===== config.mk =====
export PLATFORM = sky130hd
export DESIGN_NAME = dsc_dual_coord
export DESIGN_NICKNAME = d
export VERILOG_FILES = /design/src/rtl/dsc_pkg.sv /design/src/rtl/dsc_trig_mux.sv /design/src/rtl/dsc_seq.sv /design/src/rtl/dsc_pair_collect.sv /design/src/rtl/dsc_dual_coord.sv
export SDC_FILE = /design/constraint.sdc
export NUM_CORES = 1
export LEC_CHECK = 0
export BUFFER_PORTS_ARGS = -buffer_cell sky130_fd_sc_hd__buf_2
export CAP_MARGIN = 20
export CORE_MARGIN = 1.5
export CORE_UTILIZATION = 29
export CTS_CLUSTER_SIZE = 12
export DETAILED_ROUTE_END_ITERATION = 10
export SLEW_MARGIN = 0
export SYNTH_ARGS = -nofsm -noshare
export SYNTH_HDL_FRONTEND = slang
export SYNTH_SLANG_ARGS = --single-unit

===== constraint.sdc =====
create_clock -name clk -period 5.3 [get_ports clk]
set_input_delay 0.265 -clock clk [delete_from_list [all_inputs] [get_ports clk]]
set_output_delay 0.265 -clock clk [all_outputs]
set_load 0.005 [all_outputs]

===== src/rtl/dsc_pkg.sv =====
package dsc_pkg;
  localparam int CH_W     = 5;
  localparam int DW       = 12;
  localparam int HP_RANKS = 4;
  localparam int NR_RANKS = 16;
  localparam int TRIG_N   = 8;
  localparam int LIST_W   = NR_RANKS * CH_W;
  localparam int LAST_W   = $clog2(NR_RANKS);

  // slave half above, master half below
  function automatic logic [31:0] pack_pair(input logic [15:0] slv, input logic [15:0] mst);
    return {slv, mst};
  endfunction

  // true when any rank up to 'last' samples one channel on both engines
  function automatic logic lists_clash(input logic [LIST_W-1:0] ml,
                                       input logic [LIST_W-1:0] sl,
                                       input logic [LAST_W-1:0] last);
    logic hit;
    hit = 1'b0;
    for (int r = 0; r < NR_RANKS; r++)
      if (r <= int'(last) && ml[r*CH_W +: CH_W] == sl[r*CH_W +: CH_W]) hit = 1'b1;
    return hit;
  endfunction
endpackage


===== src/rtl/dsc_trig_mux.sv =====
module dsc_trig_mux #(
  parameter int N = 8,
  localparam int SW = $clog2(N)
) (
  input  logic [N-1:0]  trig_in,
  input  logic [SW-1:0] sel,
  output logic          pulse
);
  assign pulse = trig_in[sel];
endmodule


===== src/rtl/dsc_seq.sv =====
module dsc_seq #(
  parameter int RANKS = 4,
  localparam int LW = $clog2(RANKS)
) (
  input  logic          clk,
  input  logic          rst_n,
  input  logic          trig,
  input  logic [LW-1:0] last,
  input  logic          cfg_ok,
  input  logic          gnt,
  input  logic          pair_done,
  output logic          busy,
  output logic          req,
  output logic [LW-1:0] rank,
  output logic          seq_done,
  output logic          trig_lost
);
  typedef enum logic [1:0] {S_IDLE, S_REQ, S_WAIT} st_t;
  st_t st;

  always_ff @(posedge clk or negedge rst_n) begin
    if (!rst_n) begin
      st   <= S_IDLE;
      rank <= '0;
    end else begin
      unique case (st)
        S_IDLE: if (trig && cfg_ok) begin
          st   <= S_REQ;
          rank <= '0;
        end
        S_REQ: if (gnt) st <= S_WAIT;
        S_WAIT: if (pair_done) begin
          if (rank == last) st <= S_IDLE;
          else begin
            rank <= rank + 1'b1;
            st   <= S_REQ;
          end
        end
        default: st <= S_IDLE;
      endcase
    end
  end

  assign busy      = (st != S_IDLE);
  assign req       = (st == S_REQ);
  assign seq_done  = (st == S_WAIT) && pair_done && (rank == last);
  assign trig_lost = trig && busy;

  // a refused trigger leaves the sequencer idle
  p_refuse_clash_r9: assert property (@(posedge clk) disable iff (!rst_n)
    (st == S_IDLE && trig && !cfg_ok) |=> (st == S_IDLE));

  // without a completed pair the rank holds
  p_hold_rank_r3: assert property (@(posedge clk) disable iff (!rst_n)
    (st == S_WAIT && !pair_done) |=> (st == S_WAIT && $stable(rank)));

  // rank never passes the programmed length
  p_rank_bound_r8: assert property (@(posedge clk) disable iff (!rst_n)
    busy |-> (rank <= last));
endmodule


===== src/rtl/dsc_pair_collect.sv =====
module dsc_pair_collect #(
  parameter int DW = 12
) (
  input  logic          clk,
  input  logic          rst_n,
  input  logic          launch,
  input  logic          m_done,
  input  logic [DW-1:0] m_data,
  input  logic          s_done,
  input  logic [DW-1:0] s_data,
  output logic          eng_busy,
  output logic          pair_fire,
  output logic [DW-1:0] m_res,
  output logic [DW-1:0] s_res
);
  logic          m_got, s_got;
  logic [DW-1:0] m_q, s_q;
  logic          m_have, s_have;

  assign m_have    = m_got || (eng_busy && m_done);
  assign s_have    = s_got || (eng_busy && s_done);
  assign pair_fire = eng_busy && m_have && s_have;
  assign m_res     = m_got ? m_q : m_data;
  assign s_res     = s_got ? s_q : s_data;

  always_ff @(posedge clk or negedge rst_n) begin
    if (!rst_n) begin
      eng_busy <= 1'b0;
      m_got    <= 1'b0;
      s_got    <= 1'b0;
      m_q      <= '0;
      s_q      <= '0;
    end else if (launch) begin
      eng_busy <= 1'b1;
      m_got    <= 1'b0;
      s_got    <= 1'b0;
    end else if (pair_fire) begin
      eng_busy <= 1'b0;
      m_got    <= 1'b0;
      s_got    <= 1'b0;
    end else begin
      if (eng_busy && m_done && !m_got) begin
        m_got <= 1'b1;
        m_q   <= m_data;
      end
      if (eng_busy && s_done && !s_got) begin
        s_got <= 1'b1;
        s_q   <= s_data;
      end
    end
  end

  // the arbiter launches only onto free engines
  p_launch_idle_r3: assert property (@(posedge clk) disable iff (!rst_n)
    launch |-> !eng_busy);

  // a completed pair frees the engines
  p_fire_frees_r3: assert property (@(posedge clk) disable iff (!rst_n)
    pair_fire |=> !eng_busy);
endmodule


===== src/rtl/dsc_dual_coord.sv =====
module dsc_dual_coord
  import dsc_pkg::*;
#(
  parameter int TRIG_N   = dsc_pkg::TRIG_N,
  parameter int CH_W     = dsc_pkg::CH_W,
  parameter int DW       = dsc_pkg::DW,
  parameter int HP_RANKS = dsc_pkg::HP_RANKS,
  parameter int NR_RANKS = dsc_pkg::NR_RANKS,
  localparam int SEL_W = $clog2(TRIG_N),
  localparam int HP_LW = $clog2(HP_RANKS),
  localparam int NR_LW = $clog2(NR_RANKS)
) (
  input  logic                     clk,
  input  logic                     rst_n,
  input  logic [TRIG_N-1:0]        trig_in,
  input  logic [SEL_W-1:0]         hp_sel,
  input  logic [SEL_W-1:0]         nr_sel,
  input  logic [HP_LW-1:0]         hp_len,
  input  logic [NR_LW-1:0]         nr_len,
  input  logic [HP_RANKS*CH_W-1:0] hp_m_chans,
  input  logic [HP_RANKS*CH_W-1:0] hp_s_chans,
  input  logic [NR_RANKS*CH_W-1:0] nr_m_chans,
  input  logic [NR_RANKS*CH_W-1:0] nr_s_chans,
  input  logic                     hp_ie_m,
  input  logic                     hp_ie_s,
  input  logic                     nr_ie_m,
  input  logic                     nr_ie_s,
  input  logic                     dma_en,
  input  logic                     dma_ack,
  input  logic                     ovr_clr,
  output logic                     m_start,
  output logic [CH_W-1:0]          m_chan,
  input  logic                     m_done,
  input  logic [DW-1:0]            m_data,
  output logic                     s_start,
  output logic [CH_W-1:0]          s_chan,
  input  logic                     s_done,
  input  logic [DW-1:0]            s_data,
  output logic [HP_RANKS*DW-1:0]   hp_m_res,
  output logic [HP_RANKS*DW-1:0]   hp_s_res,
  output logic [31:0]              dma_word,
  output logic                     dma_req,
  output logic                     hp_irq,
  output logic                     nr_irq,
  output logic                     cfg_err,
  output logic                     ovr
);
  // named internal events
  logic             hp_trig, nr_trig;
  logic             hp_clash, nr_clash;
  logic             hp_busy, nr_busy, hp_req, nr_req;
  logic [HP_LW-1:0] hp_rank;
  logic [NR_LW-1:0] nr_rank;
  logic             hp_done_ev, nr_done_ev, hp_lost, nr_lost;
  logic             hp_gnt, nr_gnt, launch;
  logic             eng_busy, pair_fire, owner_hp;
  logic             hp_pair, nr_pair, dma_ovr;
  logic [DW-1:0]    m_res, s_res;

  dsc_trig_mux #(.N(TRIG_N)) u_hp_mux (.trig_in(trig_in), .sel(hp_sel), .pulse(hp_trig));
  dsc_trig_mux #(.N(TRIG_N)) u_nr_mux (.trig_in(trig_in), .sel(nr_sel), .pulse(nr_trig));

  assign hp_clash = lists_clash(LIST_W'(hp_m_chans), LIST_W'(hp_s_chans), LAST_W'(hp_len));
  assign nr_clash = lists_clash(LIST_W'(nr_m_chans), LIST_W'(nr_s_chans), LAST_W'(nr_len));
  assign cfg_err  = hp_clash || nr_clash;

  // priority group wins free engines
  assign hp_gnt  = hp_req && !eng_busy;
  assign nr_gnt  = nr_req && !eng_busy && !hp_req;
  assign launch  = hp_gnt || nr_gnt;
  assign hp_pair = pair_fire && owner_hp;
  assign nr_pair = pair_fire && !owner_hp;

  dsc_seq #(.RANKS(HP_RANKS)) u_hp_seq (
    .clk(clk), .rst_n(rst_n), .trig(hp_trig), .last(hp_len), .cfg_ok(!hp_clash),
    .gnt(hp_gnt), .pair_done(hp_pair), .busy(hp_busy), .req(hp_req), .rank(hp_rank),
    .seq_done(hp_done_ev), .trig_lost(hp_lost));

  dsc_seq #(.RANKS(NR_RANKS)) u_nr_seq (
    .clk(clk), .rst_n(rst_n), .trig(nr_trig), .last(nr_len), .cfg_ok(!nr_clash),
    .gnt(nr_gnt), .pair_done(nr_pair), .busy(nr_busy), .req(nr_req), .rank(nr_rank),
    .seq_done(nr_done_ev), .trig_lost(nr_lost));

  dsc_pair_collect #(.DW(DW)) u_collect (
    .clk(clk), .rst_n(rst_n), .launch(launch),
    .m_done(m_done), .m_data(m_data), .s_done(s_done), .s_data(s_data),
    .eng_busy(eng_busy), .pair_fire(pair_fire), .m_res(m_res), .s_res(s_res));

  // engine launch, both sides in one cycle
  always_ff @(posedge clk or negedge rst_n) begin
    if (!rst_n) begin
      m_start  <= 1'b0;
      s_start  <= 1'b0;
      m_chan   <= '0;
      s_chan   <= '0;
      owner_hp <= 1'b0;
    end else begin
      m_start <= launch;
      s_start <= launch;
      if (launch) begin
        owner_hp <= hp_gnt;
        m_chan   <= hp_gnt ? hp_m_chans[hp_rank*CH_W +: CH_W] : nr_m_chans[nr_rank*CH_W +: CH_W];
        s_chan   <= hp_gnt ? hp_s_chans[hp_rank*CH_W +: CH_W] : nr_s_chans[nr_rank*CH_W +: CH_W];
      end
    end
  end

  // priority-group result registers
  always_ff @(posedge clk or negedge rst_n) begin
    if (!rst_n) begin
      hp_m_res <= '0;
      hp_s_res <= '0;
    end else if (hp_pair) begin
      hp_m_res[hp_rank*DW +: DW] <= m_res;
      hp_s_res[hp_rank*DW +: DW] <= s_res;
    end
  end

  // packed word and DMA request
  assign dma_ovr = nr_pair && dma_en && dma_req && !dma_ack;

  always_ff @(posedge clk or negedge rst_n) begin
    if (!rst_n) begin
      dma_word <= '0;
      dma_req  <= 1'b0;
    end else begin
      if (nr_pair) dma_word <= pack_pair(16'(s_res), 16'(m_res));
      if (nr_pair && dma_en) dma_req <= 1'b1;
      else if (dma_ack)      dma_req <= 1'b0;
    end
  end

  // end pulses and sticky overrun
  always_ff @(posedge clk or negedge rst_n) begin
    if (!rst_n) begin
      hp_irq <= 1'b0;
      nr_irq <= 1'b0;
      ovr    <= 1'b0;
    end else begin
      hp_irq <= hp_done_ev && (hp_ie_m || hp_ie_s);
      nr_irq <= nr_done_ev && (nr_ie_m || nr_ie_s);
      ovr    <= (ovr && !ovr_clr) || hp_lost || nr_lost || dma_ovr;
    end
  end

  // a start pulse marks freshly launched engines
  p_start_fresh_r2: assert property (@(posedge clk) disable iff (!rst_n)
    m_start |-> (eng_busy && !$past(eng_busy)));

  // the priority end pulse comes with both engines free
  p_hp_irq_idle_r5: assert property (@(posedge clk) disable iff (!rst_n)
    hp_irq |-> !eng_busy);

  // the normal end pulse comes with both engines free
  p_nr_irq_idle_r7: assert property (@(posedge clk) disable iff (!rst_n)
    nr_irq |-> !eng_busy);

  // an unacknowledged request holds
  p_dma_hold_r6: assert property (@(posedge clk) disable iff (!rst_n)
    (dma_req && !dma_ack) |=> dma_req);

  // with both groups waiting the priority group owns the engines next
  p_hp_first_r12: assert property (@(posedge clk) disable iff (!rst_n)
    (hp_req && nr_req && !eng_busy) |=> owner_hp);

  // a lost trigger leaves the overrun flag set
  p_lost_sets_ovr_r10: assert property (@(posedge clk) disable iff (!rst_n)
    (hp_lost || nr_lost) |=> ovr);
endmodule


# Word-level counts from Yosys, hierarchy flattened
# Cells that the tools add are included.
[word_totals] ff_bits=173 latch_bits=0 ram_bits=0 rom_bits=0 input_bits=255 output_inout_bits=145 elab_cells=224 mem_count=0
[classes] n_addsub=3 multipliers=3 n_div=0 order_cmp=20 eq_ne=34 shift=7 muxes=58 n_bitwise=2 n_reduce_logical=77
[op_table] op="$shiftx 80x8->5" count=2
[op_table] op="$eq 5x5->1" count=20
[op_table] op="$bwmux 48" count=2
[op_table] op="$shiftx 12x34->48" count=2
[op_table] op="$shift 12x34->48 const A" count=1
[op_table] op="$logic_and 1x1->1" count=43
[op_table] op="$shiftx 20x6->5" count=2
[op_table] op="$mux 1" count=34
[op_table] op="$neg 6->34" count=1
[op_table] op="$le 4x4->1 const A" count=8
[op_table] op="$mux 12" count=2
[op_table] op="$mux 2" count=9
[op_table] op="$le 3x4->1 const A" count=4
[op_table] op="$mux 4" count=3
[op_table] op="$pmux 2 s3" count=2
[op_table] op="$reduce_and 3->1" count=4
[op_table] op="$reduce_bool 2->1" count=6
[op_table] op="$mux 5" count=2
[op_table] op="$ne 2x1->1 const B" count=5
[op_table] op="$logic_not 1->1" count=9
[op_table] op="$logic_or 1x1->1" count=9
[op_table] op="$le 2x4->1 const A" count=2
[op_table] op="$lt 3x4->1 const B" count=2
[op_table] op="$pmux 4 s2" count=1
[op_table] op="19 further kinds" count=29

# Depth between registers and ports, before layout
# Gate-level depths: netlist of the first run.
[logic_depth] ltp_word=21 depth_mapped=11 depth_no_buf=8

# Hierarchy
# Synthesis of the first run repeated with hierarchy kept, for this count alone.
[hier_totals] cells_unflattened=1018 hier_area_um2=11030.6
[by_module_without_submodules] mod="dsc_dual_coord" n_inst=1 cells_per_inst=852 area_per_inst_um2=8844.7 seq_area_each_um2=3403.3
[by_module_without_submodules] mod="dsc_pair_collect" n_inst=1 cells_per_inst=92 area_per_inst_um2=1418.9 seq_area_each_um2=675.6
[by_module_without_submodules] mod="dsc_seq (u_nr_seq)" n_inst=1 cells_per_inst=43 area_per_inst_um2=414.1 seq_area_each_um2=150.1
[by_module_without_submodules] mod="dsc_seq (u_hp_seq)" n_inst=1 cells_per_inst=25 area_per_inst_um2=225.2 seq_area_each_um2=100.1
[by_module_without_submodules] mod="dsc_trig_mux" n_inst=2 cells_per_inst=3 area_per_inst_um2=63.8 seq_area_each_um2=0.0

# Least setup slack after synthesis of the first run
# No wires, ideal clock.
[synth_timing] path_kind="reg-to-reg" start="reg u_hp_seq.rank[0]" end="reg hp_m_res[10]" t_arrival_ps=2383 required_ps=5204 path_slack_ps=2822 stages_incl_launch_ff=11 synth_period_minus_slack_ps=2478 path_cell_list="dfrtp_1 buf_2 inv_2 clkbuf_1 ha_1 buf_2 nor2_1 nand2b_1 buf_1 clkbuf_1 o31ai_1"
[synth_between] elab_chain_len=4 elab_cells_between_ends=5
[synth_lines] element="start, declared" line="dsc_seq.sv:14" source="output logic [LW-1:0] rank,"
[synth_lines] element="start signal, assigned" line="dsc_seq.sv:35" source="rank <= rank + 1'b1;"
[synth_lines] element="$mul 2x2->4 (*)" line="dsc_dual_coord.sv:114" source="hp_m_res[hp_rank*DW +: DW] <= m_res;"
[synth_lines] element="$neg 6->34 (*)" line="dsc_dual_coord.sv:114"
[synth_lines] element="$shiftx 12x34->48 or $shift 12x34->48 (tied branches)" line="dsc_dual_coord.sv:114"
[synth_lines] element="$bwmux 48 (*)" line="dsc_dual_coord.sv:114"
[synth_lines] element="end signal, assigned by index" line="dsc_dual_coord.sv:114"
[synth_lines] element="end, declared" line="dsc_dual_coord.sv:39" source="output logic [HP_RANKS*DW-1:0] hp_m_res,"
# Every way passes the cells marked *; elsewhere a longest branch is shown, timed or not.
# A chain may end at the register's enable or synchronous reset.

# Worst setup path after layout of the first run
[layout_timing] start="reg u_collect.m_got" end="reg hp_m_res[42]"
[layout_between] elab_chain_len=4 elab_cells_between_ends=7
[layout_lines] element="start, declared" line="dsc_pair_collect.sv:16" source="logic m_got, s_got;"
[layout_lines] element="start signal, assigned" line="dsc_pair_collect.sv:29" source="m_got <= 1'b0;"
[layout_lines] element="start signal, assigned" line="dsc_pair_collect.sv:35" source="m_got <= 1'b0;"
[layout_lines] element="start signal, assigned" line="dsc_pair_collect.sv:39" source="m_got <= 1'b0;"
[layout_lines] element="parallel branches: the longest is 4 deep, another holds $shiftx 12x34->48"
# Parallel ways; which one is timed is not known.

==> results.toml, run 1 <==
[status]
status = "complete, no violations"

[clock_tree]
cts_tree = "built"
cts_max_level = 4
clk_pin_slew_ns = 0.07
clockBufferDepth = 2
cts_root_buf = "clkbuf_16"
cts_num_sinks = 173
cts_buffers = 17
clkLatencyLatePin_ns = 0.43
cts_resized = 0

[logic_synthesis]
yosys.area.top_type_share_pct = 39.2
synth_area_mm2 = 0.0110
syn_area_per_cell_um2 = 10.9
synth_largest_area_cell = "dfrtp_1"
ys_warn_count = 0
ys_ff_latch = 173
ys_seq_area_share_pct = 39.2
syn_inst = 1008
synthFlopType = "dfrtp_1"
ys_async_sr_fraction_pct = 100
synth_edf_count = 0
synth_cell_type_count = 67
synth.area.top_cells = "dfrtp_1 39%, mux4_1 7.9%, mux4_2 5.7%, xnor2_1 4.4%, nand2_1 4.4%"

[grt]
grt_max_degree = 84
grtUsageTotal_pct = 20.8
antenna_found_initial = 4
overflow = 0
grt_pass1_wl_mm = 60.2
grt_pass1_vias = 9683

[critical_path]
arrival_ns = 3.61
critPathKind = "register to register"
cp-end-kind = "register"
cp_max_fo = 33
cp-start-kind = "register"
critPathRequiredTime_ns = 5.64

[drt]
via_per_inst = 5.17
drc_errors = 0
vias = 9762
detail-route-antenna-nets = 0
dr.first_iter.drc_count = 677
routed_wirelength_mm = 41.3
firstDrtPassIters = 5
avgRoutedWirePerCell_um = 21.9

[place]
gp_congestion = 0.920
dpl.hpwl_mm = 33.3
io_buffers = 391

[power]
p_per_area_mw_per_mm2 = 432
p_leak_nw = 6.42
p_total_mw = 6.00
ir_drop_v = 0.000293

[timing]
timing.setup.tns_ns = 0
rsz0062_at_grt = "false"
skew_ns = 0.0105
hold_viol = 0
setup_violations = 0
worst_pin_slew_ns = 1.01
max-slew-margin-rel_pct = 30.8
maxSlewViolCount = 0
post-route-min-period_ns = 3.27
max_freq_mhz = 306
hold_ws_ns = 0.0789
fin_crit_sh_pct = 61.7

[finish]
post-route-util_pct = 37.0
drive_gt1_share_pct = 37.9
nNetsFinal = 1622
multi_input_area_mm2 = 0.00618
regArea_mm2 = 0.00433
area_growth_pct = 26.0
n_fill_cell = 3798

[floorplanning]
io_pins = 400
floorplan.initialDensity_pct = 29.4
rows = 71
die-area_mm2 = 0.0392
die_x_um = 198
placeableCoreArea_mm2 = 0.0376
die_h_um = 198

[job]
maxCapViolations = 0

[min_path]
min_path_type = "input port to register"
[report_power, final]
part	total, mW	switching [mW]	internal, mW
clock	1.36	0.549	0.807
sequential	2.00	0.336	1.67
combinational	2.64	1.53	1.12
[synthesized netlist by cell type (all sizes together) (4+ instances only)]
cell type,n
or4,4
inv,8
and4,4
nand2,131
a22o,49
o31a,8
a31oi,4
a21oi,15
mux2i,26
buf,37
nor2,72
nand3,8
nand3b,5
nor4,15
xor2,53
clkbuf,43
o31ai,31
nand4,10
nand2b,8
ha,6
nor3,16
mux4,64
a32oi,7
o21ai,60
dfrtp,173
mux2,32
o211ai,5
xnor2,56
or2,4
o22ai,24
[layout by cell type (no fill, tap or decap), drive strengths merged, types with 5 or more instances in the layout]
cell type,count
o21ai,60
a22o,49
nor3,16
mux2i,26
buf,406
a21oi,15
nand3b,5
nand4,10
o211ai,5
ha,6
o31a,8
a32oi,7
o31ai,31
xor2,53
xnor2,56
diode,5
nand3,8
nor2,72
clkbuf,20
inv,12
nor4,15
dfrtp,173
conb,8
nand2b,8
mux2,32
mux4,64
o22ai,24
nand2,131
[per-stage QoR]
stage / area (um2) / setup WS (ns) / instances
global placement: 13300 / 2.17 / 1852
floorplan: 11100 / 2.82 / 1015
CTS: 13900 / 2.01 / 1884
finish: 13900 / 2.03 / 1889
detailed placement: 13300 / 2.01 / 1852
global route: 13900 / 1.75 / 1887
[final cells by class]
type / count / share of cell area, %
Sequential cell: 173 / 31.1
Inverter: 8 / 0.216
Multi-Input combinational cell: 754 / 44.4
Antenna cell: 5 / 0.0900
Clock buffer: 20 / 3.21
Timing Repair Buffer: 407 / 15.0
Clock inverter: 11 / 1.30
Tap cell: 511 / 4.60
[state kept, by name, indices dropped and copies added, names as in the netlist, 2 cells and up]
register / count
hp_m_res: 48
hp_s_res: 48
dma_word: 24
u_collect.m_q: 12
u_collect.s_q: 12
m_chan: 5
s_chan: 5
u_nr_seq.rank: 4
u_hp_seq.rank: 2
u_hp_seq.st: 2
u_nr_seq.st: 2
[metal layers]
layer	GRT usage, %	wire, um	vias to the layer above
met5	0	0	-
met4	5.71	893	0
met3	3.41	2450	41
met2	38.6	21500	451
met1	24.7	16500	4801
li1	-	-	4469
[cell families (layout without fill, tap and decap cells)]
group | count (synthesis) | after routing | synth area share [%]
buf+inv | 88 | 446 | 5.01
xor+xnor | 109 | 109 | 8.65
flops | 173 | 173 | 39.2
mux | 122 | 122 | 19.9
other cells | 1 | 13 | 0.0340
simple gates | 284 | 284 | 12.0
compound gates | 225 | 225 | 14.5
fa+ha+maj | 6 | 6 | 0.680
[path summary, 6_finish.rpt]
check / startpoint / endpoint / slack [ns] / cells after the start
worst max-delay path: u_collect.m_got$_DFFE_PN0P_ / hp_m_res[42]$_DFFE_PN0P_ / 2.03 / 6
worst min-delay path: s_data[1] / u_collect.s_q[1]$_DFFE_PN0P_ / 0.08 / 2
worst max register to register: u_collect.m_got$_DFFE_PN0P_ / hp_m_res[42]$_DFFE_PN0P_ / 2.03 / 6
worst min register to register: dma_word[17]$_DFFE_PN0P_ / dma_word[17]$_DFFE_PN0P_ / 0.48 / 2
max in group asynchronous: rst_n / u_collect.m_q[4]$_DFFE_PN0P_ / 3.57 / 3
min in group asynchronous: rst_n / hp_m_res[27]$_DFFE_PN0P_ / 0.46 / 2
[worst max-delay path: stages, from the launching register on]
cell and delay [ns]:
dfrtp_1 0.92, nor2_1 0.29, nor3_4 0.38, nand2_2 0.45, nor4_4 0.65, nand2_4 0.21
o31ai_2 0.27
[repair_timing]
action	in CTS	in global routing
hold buffers	1	0
endpoints found under the hold margin	81	0
setup endpoints to repair	0	0
buffers inserted	0	0
Power figures use the tool's default switching activity.
==> run 2: changes to the inputs <==
- clock period: 5.3 -> 3.1 ns (I/O delays scaled with it)
==> run 2 against run 1 <==
Count of clock-buffer cells in the layout down 3. Power up 71%. Sequential cell count is the same. Non-clock buffer count is 38 higher. Register-to-register slack lost 1.6 ns. Core utilization grew 0.84 points. Largest cell class unchanged.
==> results.toml, run 2 (synthesized netlist as in run 1, its figures left out) <==
[status]
status = "complete, no violations"

[timing]
maxSlewViolCount = 0
rsz0062_at_grt = "false"
skew_ns = 0.0218
max-slew-margin-rel_pct = 32.0
fin_crit_sh_pct = 86.1
hold_viol = 0
worst_pin_slew_ns = 1.02
timing.setup.tns_ns = 0
max_freq_mhz = 375
post-route-min-period_ns = 2.67
setup_violations = 0
worst_slack_ns = 0.432

[min_path]
min_path_type = "input port to register"
hold_start = "m_data[2]"
hold_depth = 2
min_to = "u_collect.m_q[2]$_DFFE_PN0P_"

[drt]
avgRoutedWirePerCell_um = 21.8
via_per_inst = 5.19
firstDrtPassIters = 6
vias = 9984
detail-route-antenna-nets = 0
drc_errors = 0
dr.first_iter.drc_count = 681
routed_wirelength_mm = 41.9

[critical_path]
timing.rr.start = "u_hp_seq.rank[0]$_DFFE_PN0P_"
cp_num_buf_inv = 1
cp_cell_sequence = "inv_2, ha_1, nor2_1, nand2b_1, o31ai_1"
ff2ff_path_depth = 5
cp-start-kind = "register"
cpLargestDelayFamily = "simple AND/OR/NAND/NOR gates"
rr_endpoint = "hp_m_res[5]$_DFFE_PN0P_"
r2r_setup_slack_ns = 0.43
arrival_ns = 2.99
cp-end-kind = "register"
startpoint = "u_hp_seq.rank[0]$_DFFE_PN0P_"
critPathKind = "register to register"
slowest_delay_ns = 0.66
critPathRequiredTime_ns = 3.42
crit_slowest_cell = "nand2b_1"
cp_max_fo = 24

[grt]
overflow = 0
grt_pass1_wl_mm = 62.5
grt_pass1_vias = 10067
antenna_found_initial = 2
grt_max_degree = 80
grtUsageTotal_pct = 21.4

[floorplanning]
die-area_mm2 = 0.0392
placeableCoreArea_mm2 = 0.0376
die_h_um = 198
io_pins = 400
die_x_um = 198
floorplan.initialDensity_pct = 29.4
rows = 71

[clock_tree]
cts_resized = 0
cts_root_buf = "clkbuf_16"
clockBufferDepth = 2
clkLatencyLatePin_ns = 0.44
clk_pin_slew_ns = 0.07
cts_tree = "built"
cts_num_sinks = 173
cts_max_level = 4
cts_buffers = 17

[place]
pre_cts_ws_ns = 0.485
dp_cells = 1869
gp_congestion = 0.945
place_area_mm2 = 0.0134
io_buffers = 391
dpl.hpwl_mm = 33.8

[power]
p_sw_mw = 4.30
p_clk_share_pct = 20.9
comb_power_share_pct = 46.6
ir_drop_v = 0.000466
swShare_pct = 42.0
p_per_area_mw_per_mm2 = 720
seqPwrFrac_pct = 32.5
p_leak_nw = 6.58
p_int_mw = 5.94

[finish]
nNetsFinal = 1660
n_fill_cell = 3783
area_growth_pct = 28.9
drive_gt1_share_pct = 38.2
instances_no_fill = 1925
final_cell_mix = "390 x buf_2, 172 x dfrtp_1, 129 x nand2_1"
top_regs = "hp_m_res (48), hp_s_res (48), dma_word (24)"
post-route-cell-area_mm2 = 0.0142
final_common_cell = "buf_2"

[job]
maxCapViolations = 0
==> run 2: cell types whose count changed in the layout (fill, tap and decap cells not counted) <==
cell           delta
inv_6             -1
clkbuf_1          -2
buf_12            +2
dlygate4sd3_1    +21
clkinv_4          +4
diode_2           -2
bufinv_16         -4
buf_4            +15
clkbuf_8          -1
clkinvlp_4        -2
inv_8             +2
clkinv_8          +4
==> run 2: timing repair <==
| action | 4_1_cts | 5_1_grt |
|---|---|---|
| hold buffers | 22 | 0 |
| endpoints found under the hold margin | 84 | 0 |
| buffers inserted | 0 | 0 |
==> run 2: layer usage <==
| metal | wire length (um) | global-route usage (%) | share of wire, % | vias to the layer above |
|---|---|---|---|---|
| li1 | - | - | - | 4544 |
| met1 | 16300 | 25.1 | 39 | 4924 |
| met2 | 21900 | 39.3 | 52 | 464 |
| met3 | 2700 | 3.63 | 6.4 | 52 |
| met4 | 1040 | 6.87 | 2.5 | 0 |
| met5 | 0 | 0 | 0 | - |
==> run 2: metrics by stage <==
step	power (mW)	utilization (%)	hold slack, ns
6_report	10.2	37.8	0.0104
5_1_grt	10.9	37.8	0.00805
4_1_cts	10.3	37.8	0.00153
3_5_place_dp	8.12	35.7	0.231
3_3_place_gp	8.03	35.7	0.228
2_1_floorplan	6.35	-	-0.141
==> run 2: area by class of cell <==
type / count / area [um2] / share of cell area, %
antenna: 3 / 7.51 / 0.0528
clock inverter: 14 / 159 / 1.12
sequential: 173 / 4330 / 30.5
inverter: 8 / 30.0 / 0.211
tap: 511 / 639 / 4.50
timing repair buffer: 445 / 2450 / 17.2
clock buffer: 17 / 425 / 2.99
multi-input combinational: 754 / 6180 / 43.5
==> run 2: power by group through the flow <==
stage / Sequential [mW] / Combinational (mW) / Clock, mW
after CTS: 3.32 / 4.80 / 2.19
after global routing: 3.41 / 5.21 / 2.28
after floorplan: 3.21 / 3.14 / 0
after detailed placement: 3.37 / 4.75 / 0
final: 3.33 / 4.77 / 2.14
after global placement: 3.34 / 4.70 / 0
==> run 2: worst max-delay path by stage <==
| stage | endpoint | cells past startpoint |
|---|---|---|
| floorplan | hp_m_res[10]$_DFFE_PN0P_ | 10 |
| CTS | hp_m_res[8]$_DFFE_PN0P_ | 5 |
| global route | hp_m_res[2]$_DFFE_PN0P_ | 5 |
| finish | hp_m_res[5]$_DFFE_PN0P_ | 5 |
| detailed placement | hp_m_res[8]$_DFFE_PN0P_ | 5 |
| global placement | nr_irq$_DFF_PN0_ | 4 |
==> run 3: changes to the inputs <==
- MAX_ROUTING_LAYER: default -> met4
==> run 3 against run 2 <==
The run now ends with hold timing left. Core utilization barely moved. Wire length fell by 0.39%. Die area unchanged. Count of clock-buffer cells in the layout did not move. Clock power about the same. Power shrank 0.34%. Critical path depth unchanged. Cell count shrank 0.10%. Maximum frequency shrank 2.4%. Via count is 0.62% lower. Clock skew shrank 0.0058 ns. Global-route usage grew 0.45 points.
==> results.toml, run 3 (synthesized netlist as in run 1, its figures left out) <==
[drt]
dr.first_iter.drc_count = 729
via_per_inst = 5.16
routed_wirelength_mm = 41.7
detail-route-antenna-nets = 0
vias = 9922
firstDrtPassIters = 5
avgRoutedWirePerCell_um = 21.7
drc_errors = 0

[grt]
grt_pass1_vias = 9959
overflow = 0
grtUsageTotal_pct = 21.8
grt_max_degree = 77
grt_pass1_wl_mm = 61.8
antenna_found_initial = 4

[clock_tree]
clockBufferDepth = 2
cts_tree = "built"
cts_buffers = 17
cts_num_sinks = 173
clk_pin_slew_ns = 0.07
holdBufCountCts = 19
cts_setup_buffers = 0
clkLatencyLatePin_ns = 0.43
cts_resized = 0
cts_root_buf = "clkbuf_16"
cts_max_level = 4

[critical_path]
cpLargestDelayFamily = "simple AND/OR/NAND/NOR gates"
critPathKind = "register to register"
rr_endpoint = "hp_m_res[5]$_DFFE_PN0P_"
slowest_delay_ns = 0.69
cp.depth = 5
cp_max_fo = 24
timing.rr.start = "u_hp_seq.rank[0]$_DFFE_PN0P_"
crit_slowest_cell = "nand2b_1"
critPathRequiredTime_ns = 3.41
arrival_ns = 3.04
endpoint = "hp_m_res[5]$_DFFE_PN0P_"
ff2ff_path_depth = 5
cp_num_buf_inv = 1
cp-start-kind = "register"
cp_cell_sequence = "inv_2, ha_1, nor2_1, nand2b_1, o31ai_1"
r2r_setup_slack_ns = 0.37
startpoint = "u_hp_seq.rank[0]$_DFFE_PN0P_"
cp-end-kind = "register"

[floorplanning]
placeableCoreArea_mm2 = 0.0376
die_h_um = 198
die_x_um = 198
io_pins = 400
rows = 71
floorplan.initialDensity_pct = 29.4
die-area_mm2 = 0.0392

[status]
status = "finished with violations"
failed_checks = "hold timing"

[power]
swShare_pct = 41.9
p_int_mw = 5.93
p_per_area_mw_per_mm2 = 718
ir_drop_v = 0.000378
seqPwrFrac_pct = 32.7
p_clk_share_pct = 20.8
comb_power_share_pct = 46.5
p_total_mw = 10.2
p_sw_mw = 4.27
p_leak_nw = 6.57

[finish]
final_common_cell = "buf_2"
area_growth_pct = 28.7
n_fill_cell = 3807
post-route-cell-area_mm2 = 0.0142
top_regs = "hp_m_res (48), hp_s_res (48), dma_word (24)"
instances_no_fill = 1923
final_cell_mix = "390 x buf_2, 172 x dfrtp_1, 129 x nand2_1"
post-route-util_pct = 37.8
drive_gt1_share_pct = 38.3
nNetsFinal = 1657

[place]
io_buffers = 391
gp_congestion = 0.930
dpl.hpwl_mm = 33.8
place_area_mm2 = 0.0134
pre_cts_ws_ns = 0.467
dp_cells = 1869

[timing]
skew_ns = 0.0160
timing.setup.tns_ns = 0
max_freq_mhz = 366
post-route-min-period_ns = 2.73
worst_pin_slew_ns = 1.05
hold_ws_ns = -0.000732
maxSlewViolCount = 0
rsz0062_at_grt = "false"
hold_viol = 1
worst_slack_ns = 0.367
max-slew-margin-rel_pct = 30.3
fin_crit_sh_pct = 88.2
setup_violations = 0

[min_path]
min_path_type = "input port to register"
hold_start = "dma_ack"

[job]
maxCapViolations = 0
==> run 3: cell types whose count changed in the layout (fill, tap and decap cells not counted) <==
cell	before	now
dlygate4sd3_1	22	19
clkinv_4	4	5
inv_6	2	1
buf_4	30	29
diode_2	3	4
buf_12	2	3
==> run 3: worst min-delay path by stage <==
stage                                         end  cells past startpoint
global route         u_collect.m_q[1]$_DFFE_PN0P_                      2
finish                        dma_req$_DFFE_PN0P_                      3
CTS                 u_collect.m_q[11]$_DFFE_PN0P_                      2
detailed placement       hp_s_res[27]$_DFFE_PN0P_                      1
global placement         hp_s_res[27]$_DFFE_PN0P_                      1
floorplan                     dma_req$_DFFE_PN0P_                      0
==> run 3: power groups by stage <==
stage,Combinational (mW),Clock (mW),Sequential [mW]
after CTS,4.78,2.17,3.33
after global routing,5.19,2.26,3.42
after floorplan,3.14,0,3.21
after global placement,4.70,0,3.34
after detailed placement,4.73,0,3.37
final,4.75,2.12,3.33
==> run 3: tightest hold or removal path, stage by stage <==
cell	delay [ns]
buf_2	0.07
nand2b_1	0.11
nand2_1	0.05
==> run 3: cell type report <==
class	instances	area, um2	share of cell area (%)
sequential	173	4330	30.5
clock buffer	17	425	3.00
antenna	4	10.0	0.0705
timing repair buffer	442	2430	17.1
inverter	8	30.0	0.211
multi-input combinational	754	6180	43.5
clock inverter	14	159	1.12
tap	511	639	4.50
==> run 3: routing by layer <==
| metal | routed length (um) | track usage (%) | part of all wire (%) | up-vias |
|---|---|---|---|---|
| met5 | 0 | - | 0 | - |
| met4 | 1200 | 7.18 | 2.9 | 0 |
| met3 | 2120 | 2.79 | 5.1 | 50 |
| met2 | 21800 | 39.3 | 52 | 414 |
| met1 | 16600 | 25.0 | 40 | 4924 |
| li1 | - | - | - | 4534 |
